$ cat config.mk
export PLATFORM = sky130hd
export DESIGN_NAME = quad_clock_gen
export DESIGN_NICKNAME = d
export VERILOG_FILES = /design/src/rtl/quad_clk_pkg.sv /design/src/rtl/qc_ready_sync.sv /design/src/rtl/qc_phase_div.sv /design/src/rtl/qc_stretch_timer.sv /design/src/rtl/quad_clock_gen.sv
export SDC_FILE = /design/constraint.sdc
export NUM_CORES = 1
export LEC_CHECK = 0
export CORE_MARGIN = 2
export CORE_UTILIZATION = 40
export CTS_CLUSTER_SIZE = 10
export DETAILED_ROUTE_END_ITERATION = 7
export PLACE_DENSITY = 0.61
export SLEW_MARGIN = 10
export SYNTH_ARGS = -nofsm -noshare
export SYNTH_HDL_FRONTEND = slang
export SYNTH_SLANG_ARGS = --single-unit
$ cat constraint.sdc
create_clock -name clk_i -period 1.38 [get_ports clk_i]
set_clock_uncertainty 0.2 [all_clocks]
set_input_delay 0.138 -clock clk_i [delete_from_list [all_inputs] [get_ports clk_i]]
set_output_delay 0.138 -clock clk_i [all_outputs]
set_load 0.05 [all_outputs]
$ cat src/rtl/quad_clk_pkg.sv
`timescale 1ns/1ps
package quad_clk_pkg;
  localparam int PHASE_BITS = 2;
  typedef logic [PHASE_BITS-1:0] phase_t;
  localparam phase_t PH_SAMPLE = 2'b11;

  function automatic logic phase_e(input phase_t p);
    return p[1];
  endfunction

  function automatic logic phase_q(input phase_t p);
    return p[1] ^ p[0];
  endfunction
endpackage

$ cat src/rtl/qc_ready_sync.sv
`timescale 1ns/1ps
module qc_ready_sync #(
  parameter int STAGES = 2
) (
  input  logic clk_i,
  input  logic rst_i,
  input  logic async_i,
  output logic sync_o
);
  logic [STAGES-1:0] chain_q;

  always_ff @(posedge clk_i) begin
    if (rst_i) chain_q <= '1;
    else       chain_q <= {chain_q[STAGES-2:0], async_i};
  end

  assign sync_o = chain_q[STAGES-1];
endmodule

$ cat src/rtl/qc_phase_div.sv
`timescale 1ns/1ps
module qc_phase_div
  import quad_clk_pkg::*;
(
  input  logic   clk_i,
  input  logic   rst_i,
  input  logic   advance_i,
  output phase_t phase_o,
  output logic   e_o,
  output logic   q_o,
  output logic   cycle_end_o
);
  localparam int NSTAGE = PHASE_BITS;

  phase_t stage_q;
  phase_t stage_d;
  logic [NSTAGE:0] carry;
  logic e_q, q_q, end_q;

  assign carry[0] = advance_i;
  for (genvar i = 0; i < NSTAGE; i++) begin : g_toggle
    assign carry[i+1] = carry[i] & stage_q[i];
  end

  assign stage_d = stage_q ^ carry[NSTAGE-1:0];

  always_ff @(posedge clk_i) begin
    if (rst_i) begin
      stage_q <= '0;
      e_q     <= 1'b0;
      q_q     <= 1'b0;
      end_q   <= 1'b0;
    end else begin
      stage_q <= stage_d;
      e_q     <= phase_e(stage_d);
      q_q     <= phase_q(stage_d);
      end_q   <= carry[NSTAGE];
    end
  end

  assign phase_o     = stage_q;
  assign e_o         = e_q;
  assign q_o         = q_q;
  assign cycle_end_o = end_q;

  assert_single_change_R3: assert property (@(posedge clk_i) disable iff (rst_i)
    $countones({e_q, q_q} ^ $past({e_q, q_q})) <= 1);
  assert_strobe_on_fall_R4: assert property (@(posedge clk_i) disable iff (rst_i)
    end_q |-> $fell(e_q));
  assert_free_phases_R6: assert property (@(posedge clk_i) disable iff (rst_i)
    (stage_q != PH_SAMPLE) |=> (stage_q != $past(stage_q)));
endmodule

$ cat src/rtl/qc_stretch_timer.sv
`timescale 1ns/1ps
module qc_stretch_timer #(
  parameter int MAX_STRETCH = 100
) (
  input  logic clk_i,
  input  logic rst_i,
  input  logic hold_i,
  output logic overrun_o
);
  localparam int CW = $clog2(MAX_STRETCH + 1);
  localparam logic [CW-1:0] LIMIT = CW'(MAX_STRETCH);

  logic [CW-1:0] held_q;

  always_ff @(posedge clk_i) begin
    if (rst_i || !hold_i)    held_q <= '0;
    else if (held_q != LIMIT) held_q <= held_q + 1'b1;
  end

  assign overrun_o = (held_q >= LIMIT);

  assert_count_bound_R8: assert property (@(posedge clk_i) disable iff (rst_i)
    held_q <= LIMIT);
  assert_flag_needs_hold_R9: assert property (@(posedge clk_i) disable iff (rst_i)
    overrun_o |-> $past(hold_i));
endmodule

$ cat src/rtl/quad_clock_gen.sv
`timescale 1ns/1ps
module quad_clock_gen
  import quad_clk_pkg::*;
#(
  parameter int MAX_STRETCH = 100,
  parameter int SYNC_STAGES = 2
) (
  input  logic clk_i,
  input  logic rst_i,
  input  logic bus_ready_i,
  output logic e_o,
  output logic q_o,
  output logic cycle_end_o,
  output logic overrun_o
);
  logic   ready_sync;
  logic   hold;
  logic   advance;
  phase_t phase;

  qc_ready_sync #(.STAGES(SYNC_STAGES)) u_sync (
    .clk_i   (clk_i),
    .rst_i   (rst_i),
    .async_i (bus_ready_i),
    .sync_o  (ready_sync)
  );

  assign hold    = (phase == PH_SAMPLE) && !ready_sync;
  assign advance = !hold;

  qc_phase_div u_div (
    .clk_i       (clk_i),
    .rst_i       (rst_i),
    .advance_i   (advance),
    .phase_o     (phase),
    .e_o         (e_o),
    .q_o         (q_o),
    .cycle_end_o (cycle_end_o)
  );

  qc_stretch_timer #(.MAX_STRETCH(MAX_STRETCH)) u_timer (
    .clk_i     (clk_i),
    .rst_i     (rst_i),
    .hold_i    (hold),
    .overrun_o (overrun_o)
  );

  assert_reset_state_R1: assert property (@(posedge clk_i)
    rst_i |=> (!e_o && !q_o && !cycle_end_o && !overrun_o));
  assert_hold_keeps_e_R5: assert property (@(posedge clk_i) disable iff (rst_i)
    hold |=> (e_o && !q_o));
  assert_resume_step_R7: assert property (@(posedge clk_i) disable iff (rst_i)
    (phase == PH_SAMPLE && ready_sync) |=> (!e_o && cycle_end_o));
  assert_overrun_phase_R8: assert property (@(posedge clk_i) disable iff (rst_i)
    overrun_o |-> (e_o && !q_o));
endmodule

==> flow_summary.toml, run 1 <==
[synth]
yosys_warnings = 0
async_reset_ff_frac = 0
synth_common_cells = "13 x dfxtp_1, 4 x ha_1, 4 x nand2_1, 4 x o21ai_0"
synthTopCellsByArea = "dfxtp_1 47%, ha_1 9.0%, xor2_1 4.8%, nand3_2 3.6%, o21ai_0 3.6%"
synth_ff_type = "dfxtp_1"
seq_area_frac_synth = 0.4706
synth_nets = 62
synth_top_area_frac = 0.4706
syn_avg_cell_area_sq_um = 10.06
synthesis.instances = 55
yosysUniqueCellTypes = 21
synth_seq_cells = 13
yosys.area.top_type = "dfxtp_1"
syn_area_sq_um = 553.0
synth_enable_flop_cells = 0
synth_most_common_cell = "dfxtp_1"

[setup_path]
cp_top_family = "compound AO/OA/AOI/OAI gates"
critical_path_arrival_ns = 1.14
worstSetupEndpointType = "output pin"
cp_max_fo = 2
crit_chain = "o311a_4, buf_8"
crit_required_ns = 1.04
critPathMaxStageDelay_ns = 0.37
r2r_slack_ns = -0.03
cp_num_buf_inv = 1
start_kind = "register"
slowest_stage = "o311a_4"
crit_type = "register to output pin"

[power]
power_frac_comb = 0.182
cellInternalPower_uw = 571.3
ir_drop_mv = 0.6496
p_sw_uw = 192.4
p_clk_frac = 0.304
p_seq_frac = 0.513
p_leak_nw = 0.3160
sw_frac_of_total = 0.2519
p_per_area_mw_per_mm2 = 869.4

[status]
status = "finished, violations left"
failed_checks = "negative setup slack"

[finish]
diodes = 0
final_area_sq_um = 878.3
fin_nets = 82
n_fill_cell = 103
drive_above_1_share = 0.5676
final_cells = 89
syn_to_final_growth_pct = 58.82
fin_util = 0.6750

[floorplan]
initial_utilization = 0.4250
dieHeight_um = 41.19
fp.dieW_um = 41.19
rows = 13
core_sq_mm = 0.001301
dieArea_sq_mm = 0.001696
ios = 7

[worst_hold_path]
hold_path.class = "primary input to register"

[clocking]
htree_levels = 1
cts_sinks = 13
numCtsBuffers = 3
cts_root_buffer = "clkbuf_4"
cts_buffer_depth = 2
worstSkewPairLatency_ns = 0.27
cts_tree = "built"
holdBufCountCts = 0
path_clk_slew_ns = 0.08

[sta]
drv_slew = 0
finalCritPeriodShare = 1.070
worst_pin_slew_ns = 0.2427
setup_violations = 3
fin_setup_tns_ns = -0.1588
slew_headroom = 0.8376
finalWorstSetupSlack_ns = -0.09668
rsz0062_at_grt = "true"
hold_viol = 0
fmax_ghz = 0.6772
min_period_ns = 1.477

[drt]
avgViaCountPerCell = 5.045
final_antenna_net_count = 0
dr.pass1.iters = 4
vias = 449
post-route-drc-count = 0
first_iter_violations = 13
wl_per_cell_um = 13.57
finalWirelength_um = 1208

[grt]
track_usage = 0.1852
grt_pass1_vias = 411
grt-ovfl-total = 0
grt_antenna_before_repair = 0
grt_max_degree = 8
grt_pass1_wl_um = 1863

[placement]
io_buffer_count = 6
placed_cells_incl_taps = 83
dp_hpwl_um = 714.3
dpl-instance-area_sq_um = 737.0
gp_congestion = 0.7020

[run]
maxCapViolCount = 0
[cell usage in the layout (no fill, tap or decap), types with 3 or more instances in the layout]
master and instances:
dfxtp_4 5, or2_2 3, clkbuf_4 3, buf_4 7, buf_12 3, nor2b_1 3
ha_4 3, nand2_1 4, dfxtp_1 7, xor2_1 3
[stage by stage]
step | hold slack (ns) | power, mW | setup slack (ns)
2_1_floorplan | -0.00007318 | 0.4723 | -0.07684
3_3_place_gp | 0.1988 | 0.5367 | -0.04449
3_5_place_dp | 0.1935 | 0.5366 | -0.05089
4_1_cts | 0.2035 | 0.7793 | -0.1094
5_1_grt | 0.2101 | 0.8072 | -0.1330
6_report | 0.2191 | 0.7636 | -0.09668
[kinds of logic (layout without fill, tap and decap cells)]
group                      after synthesis  after routing  synth area share
AOI/OAI and AO/OA                        8              8           0.08824
xor gates and xnor gates                 4              4           0.06336
adders and majority gates                4              4           0.09050
buffers and inverters                    2             21           0.01358
DFF                                     13             13            0.4706
and+or+nand+nor                         24             24            0.2738
[path summary, 6_finish.rpt]
| check | startpoint | end | cells past startpoint |
|---|---|---|---|
| max | u_timer.held_q[2] | overrun_o | 2 |
| min | bus_ready_i | u_sync.chain_q[0] | 2 |
| max reg2reg | u_sync.chain_q[1] | u_div.q_o | 5 |
| min reg2reg | u_sync.chain_q[0] | u_sync.chain_q[1] | 1 |
[power by group through the flow]
stage | Sequential [mW] | Clock, mW | Combinational [mW]
final | 0.392 | 0.232 | 0.139
after global routing | 0.394 | 0.262 | 0.151
after CTS | 0.392 | 0.249 | 0.139
after detailed placement | 0.408 | 0 | 0.129
after global placement | 0.408 | 0 | 0.129
after floorplan | 0.441 | 0 | 0.0312
[repair_timing]
item / 4_1_cts / 5_1_grt
pin swaps: 3 / 7
resized for setup: 18 / 8
buffers inserted: 2 / 0
endpoints found under the setup margin: 7 / 10
endpoints found under the hold margin: 0 / 0
[flip-flops by register name, indices dropped and copies added, names as in the netlist]
signal / flops
u_div.cycle_end_o: 1
u_div.q_o: 1
u_div.e_o: 1
u_div.phase_o: 1
u_timer.held_q: 7
u_sync.chain_q: 2
[layer usage]
metal  vias up  track usage  routed length (um)
met5         -            0                   0
met4         0       0.1452                  11
met3         2      0.04891                  23
met2         6       0.2695                 610
met1       209       0.2277                 562
li1        232            -                   -
[layout make-up]
type	count	area, sq um	area share
Multi-Input combinational cell	40	372.9	0.4245
Sequential cell	13	280.3	0.3191
Timing Repair Buffer	15	170.2	0.1937
Clock buffer	4	26.28	0.02991
Tap cell	15	18.77	0.02137
Inverter	2	10.01	0.01140
Note: power is estimated with default switching activity, not from simulation.
==> inputs of run 2 (changes only) <==
--- a/config.mk
+++ b/config.mk
@@ -5,6 +5,7 @@
 export SDC_FILE = /design/constraint.sdc
 export NUM_CORES = 1
 export LEC_CHECK = 0
+export CAP_MARGIN = 20
 export CORE_MARGIN = 2
 export CORE_UTILIZATION = 40
 export CTS_CLUSTER_SIZE = 10
==> constraint.sdc (replaced) <==
create_clock -name clk_i -period 1.35 [get_ports clk_i]
set_clock_uncertainty 0.2 [all_clocks]
set_input_delay 0.135 -clock clk_i [delete_from_list [all_inputs] [get_ports clk_i]]
set_output_delay 0.135 -clock clk_i [all_outputs]
set_load 0.05 [all_outputs]
==> flow_summary.toml, run 2 (synthesis results as in run 1) <==
[clocking]
htree_levels = 1
cts_sinks = 13
cts_buffer_depth = 2
worstSkewPairLatency_ns = 0.27
cts_root_buffer = "clkbuf_4"
path_clk_slew_ns = 0.08
holdBufCountCts = 0
numCtsBuffers = 3
cts_tree = "built"

[sta]
setup_violations = 5
worst_pin_slew_ns = 0.1931
min_period_ns = 1.481
drv_slew = 0
fmax_ghz = 0.6751
finalWorstSetupSlack_ns = -0.1313
slew_headroom = 0.8711
hold_viol = 0
finalCritPeriodShare = 1.097
rsz0062_at_grt = "true"

[grt]
grt_antenna_before_repair = 0
grt_max_degree = 8
grt_pass1_vias = 478
grt_pass1_wl_um = 2035
track_usage = 0.2016
grt-ovfl-total = 0

[status]
failed_checks = "negative setup slack"
status = "finished, violations left"

[drt]
first_iter_violations = 4
wl_per_cell_um = 14.18
final_antenna_net_count = 0
avgViaCountPerCell = 5.221
post-route-drc-count = 0
finalWirelength_um = 1347
vias = 496
dr.pass1.iters = 4

[floorplan]
ios = 7
fp.dieW_um = 41.19
rows = 13
dieHeight_um = 41.19
dieArea_sq_mm = 0.001696
core_sq_mm = 0.001301
initial_utilization = 0.4250

[power]
ir_drop_mv = 0.5808
power_uw = 788.7
p_leak_nw = 0.3445
p_per_area_mw_per_mm2 = 865.9

[finish]
regMostFlops = "u_timer.held_q"
syn_to_final_growth_pct = 64.71
diodes = 0
fin_nets = 88
reg.largest.list = "u_timer.held_q: 7 flops, u_sync.chain_q: 2 flops"
largest_reg_flops = 7
layout_commonest_cell = "buf_4"
final_area_sq_um = 910.9
final_cell_mix = "14 x buf_4, 6 x dfxtp_1, 5 x dfxtp_4"
drive_above_1_share = 0.6125

[placement]
gp_congestion = 0.6265
io_buffer_count = 6
dp_hpwl_um = 815.3
dp_slack_ns = -0.1233
dpl-instance-area_sq_um = 764.5

[setup_path]
start_kind = "register"
worstSetupEndpointType = "output pin"
crit_type = "register to output pin"
cp_max_fo = 2
critical_path_arrival_ns = 1.15
crit_required_ns = 1.01

[run]
maxCapViolCount = 0

[worst_hold_path]
hold_path.class = "register to register"
run 2: cell count changes in the layout (fill, tap and decap cells not counted), sizes merged:
cell  delta
buf      +6
run 2: report_power, final:
part           switching, mW  internal (mW)
clock network          0.123          0.115
logic                 0.0672         0.0815
registers             0.0108          0.391
run 2: worst paths after layout:
| check | start | end | slack (ns) | cells after the start |
|---|---|---|---|---|
| worst min-delay path | u_sync.chain_q[0] | u_sync.chain_q[1] | 0.21 | 1 |
| worst max-delay path | u_timer.held_q[2] | overrun_o | -0.13 | 2 |
| worst min register to register | u_sync.chain_q[0] | u_sync.chain_q[1] | 0.21 | 1 |
| worst max register to register | u_sync.chain_q[1] | u_div.q_o | -0.08 | 5 |
run 2: per-stage QoR:
stage                     setup TNS, ns  instances  hold WS, ns    util
after floorplan                 -0.1760         55    -0.003073       -
after global placement          -0.4137         85       0.1976  0.5875
after detailed placement        -0.3940         85       0.1967  0.5875
after CTS                       -0.1852         93       0.2140  0.6635
after global routing            -0.5681         95       0.2225  0.7000
final                           -0.2454         95       0.2139  0.7000
run 2: layout make-up:
type,instances,area (sq um)
well taps,15,18.77
flip-flops and latches,13,281.5
repair buffers,21,211.5
clock buffers,4,26.28
multi-input cells,40,362.8
inverters,2,10.01
fillers,103,390.4
run 2: critical path, cell delays in order, from the launching register on:
cell and delay, ns:
dfxtp_4 0.35, o311a_4 0.37, buf_8 0.15
run 2: what timing repair did:
item | CTS | global route
gates resized for setup | 13 | 11
hold endpoints to repair | 0 | 0
pin swaps | 3 | 8
setup endpoints to repair | 8 | 9
setup buffers | 4 | 2
run 2: routing by layer:
layer | track usage | up-vias | part of all wire
met5 | 0 | - | 0
met4 | 0.1210 | 0 | 0.017
met3 | 0.04891 | 4 | 0.026
met2 | 0.3867 | 10 | 0.57
met1 | 0.1869 | 235 | 0.39
li1 | - | 247 | -
==> inputs of run 3 (changes only) <==
--- a/config.mk
+++ b/config.mk
@@ -10,7 +10,6 @@
 export CORE_UTILIZATION = 40
 export CTS_CLUSTER_SIZE = 10
 export DETAILED_ROUTE_END_ITERATION = 7
-export PLACE_DENSITY = 0.61
 export SLEW_MARGIN = 10
 export SYNTH_ARGS = -nofsm -noshare
 export SYNTH_HDL_FRONTEND = slang
==> flow_summary.toml, run 3 (synthesis results as in run 1) <==
[finish]
final_cells = 94
reg.largest.list = "u_timer.held_q: 7 flops, u_sync.chain_q: 2 flops"
layout_commonest_cell = "buf_4"
syn_to_final_growth_pct = 66.52
fin_nets = 87
multiInputGateArea_sq_um = 381.6
final_cell_mix = "14 x buf_4, 6 x dfxtp_1, 5 x dfxtp_4"
n_fill_cell = 98
layout.area.seq_sq_um = 281.5
drive_above_1_share = 0.6329
largest_reg_flops = 7
diodes = 0
regMostFlops = "u_timer.held_q"

[run]
maxCapViolCount = 0

[grt]
grt_antenna_before_repair = 0
grt_pass1_vias = 419
track_usage = 0.1749
grt_pass1_wl_um = 1821
grt_max_degree = 8
grt-ovfl-total = 0

[sta]
fmax_ghz = 0.6747
hold_viol = 0
worst_pin_slew_ns = 0.2613
min_period_ns = 1.482
finalWorstSetupSlack_ns = -0.1322
slew_headroom = 0.8240
drv_slew = 0
setup_violations = 2
finalCritPeriodShare = 1.098
rsz0062_at_grt = "true"

[drt]
post-route-drc-count = 0
final_antenna_net_count = 0
avgViaCountPerCell = 5.106
vias = 480
first_iter_violations = 2
finalWirelength_um = 1251
wl_per_cell_um = 13.31
dr.pass1.iters = 4

[placement]
placed_cells_incl_taps = 85
gp_congestion = 0.6630
io_buffer_count = 6
dp_slack_ns = -0.1114
dp_hpwl_um = 787.8

[setup_path]
r2r-end = "u_div.q_o"
slowest_stage = "o311a_4"
crit_type = "register to output pin"
rr_worst_depth = 5
crit_chain = "o311a_4, buf_8"
regToRegStartpoint = "u_sync.chain_q[1]"
start_kind = "register"
crit_required_ns = 1.01
worstSetupEndpointType = "output pin"
r2r_slack_ns = -0.02
critPathMaxStageDelay_ns = 0.38
critical_path_arrival_ns = 1.15
cp_max_fo = 2

[clocking]
cts_tree = "built"
holdBufCountCts = 0
numCtsBuffers = 3
htree_levels = 1
worstSkewPairLatency_ns = 0.27
cts_buffer_depth = 2
cts_root_buffer = "clkbuf_4"
path_clk_slew_ns = 0.07
cts_sinks = 13

[status]
failed_checks = "negative setup slack"
status = "finished, violations left"

[power]
ir_drop_mv = 0.6853
power_uw = 784.8
p_per_area_mw_per_mm2 = 852.2
p_leak_nw = 0.3452

[worst_hold_path]
hold_path.class = "register to register"
holdPathEnd = "u_sync.chain_q[1]"
hold_start = "u_sync.chain_q[0]"
hold_depth = 1

[floorplan]
dieHeight_um = 41.19
ios = 7
initial_utilization = 0.4250
dieArea_sq_mm = 0.001696
rows = 13
core_sq_mm = 0.001301
fp.dieW_um = 41.19
## run 3: worst max path at each step
| stage | from | to | cells past startpoint | slack (ns) |
|---|---|---|---|---|
| 2_1_floorplan | u_div.e_o | u_div.q_o | 5 | -0.11 |
| 3_3_place_gp | rst_i | u_timer.held_q[0] | 4 | -0.08 |
| 3_5_place_dp | rst_i | u_timer.held_q[0] | 4 | -0.11 |
| 4_1_cts | u_timer.held_q[2] | overrun_o | 2 | -0.14 |
| 5_1_grt | u_timer.held_q[2] | overrun_o | 2 | -0.16 |
| 6_report | u_timer.held_q[2] | overrun_o | 2 | -0.13 |
## run 3: routing by layer
metal  part of all wire  track usage  up-vias
met3              0.040      0.09783        0
met1               0.46       0.2368      234
met4                  0      0.04839        0
li1                   -            -      240
met5                  0            0        -
met2               0.50       0.2344        6
## run 3: where the power goes
part           switching, mW  internal, mW
Clock                  0.118         0.114
Sequential           0.00894         0.392
Combinational         0.0655        0.0857
Total                  0.193         0.592
## run 3: cell type report
cell class                      instances  share of cell area
Multi-Input combinational cell         40              0.4144
Timing Repair Buffer                   20              0.2174
Inverter                                2             0.01359
Clock buffer                            4             0.02853
Sequential cell                        13              0.3057
Tap cell                               15             0.02038
## run 3: what timing repair did
item	CTS	global route
resized for setup	10	17
endpoints found under the setup margin	5	10
pin swaps	5	7
setup buffers	5	0
## run 3: worst max-delay path: cells and delay by family (launching register included)
kind | cells | cell delay [ns]
AOI/OAI and AO/OA | 1 | 0.38
DFF | 1 | 0.35
buffers and inverters | 1 | 0.15
## run 3: through the flow
step	TNS, ns	hold slack, ns	instance area (sq um)	util
final	-0.1503	0.2168	920.9	0.7077
after global placement	-0.3457	0.2027	764.5	0.5875
after detailed placement	-0.4310	0.2043	764.5	0.5875
after floorplan	-0.1760	-0.003073	590.6	-
after CTS	-0.1656	0.2096	863.3	0.6635
after global routing	-0.3356	0.2285	920.9	0.7077
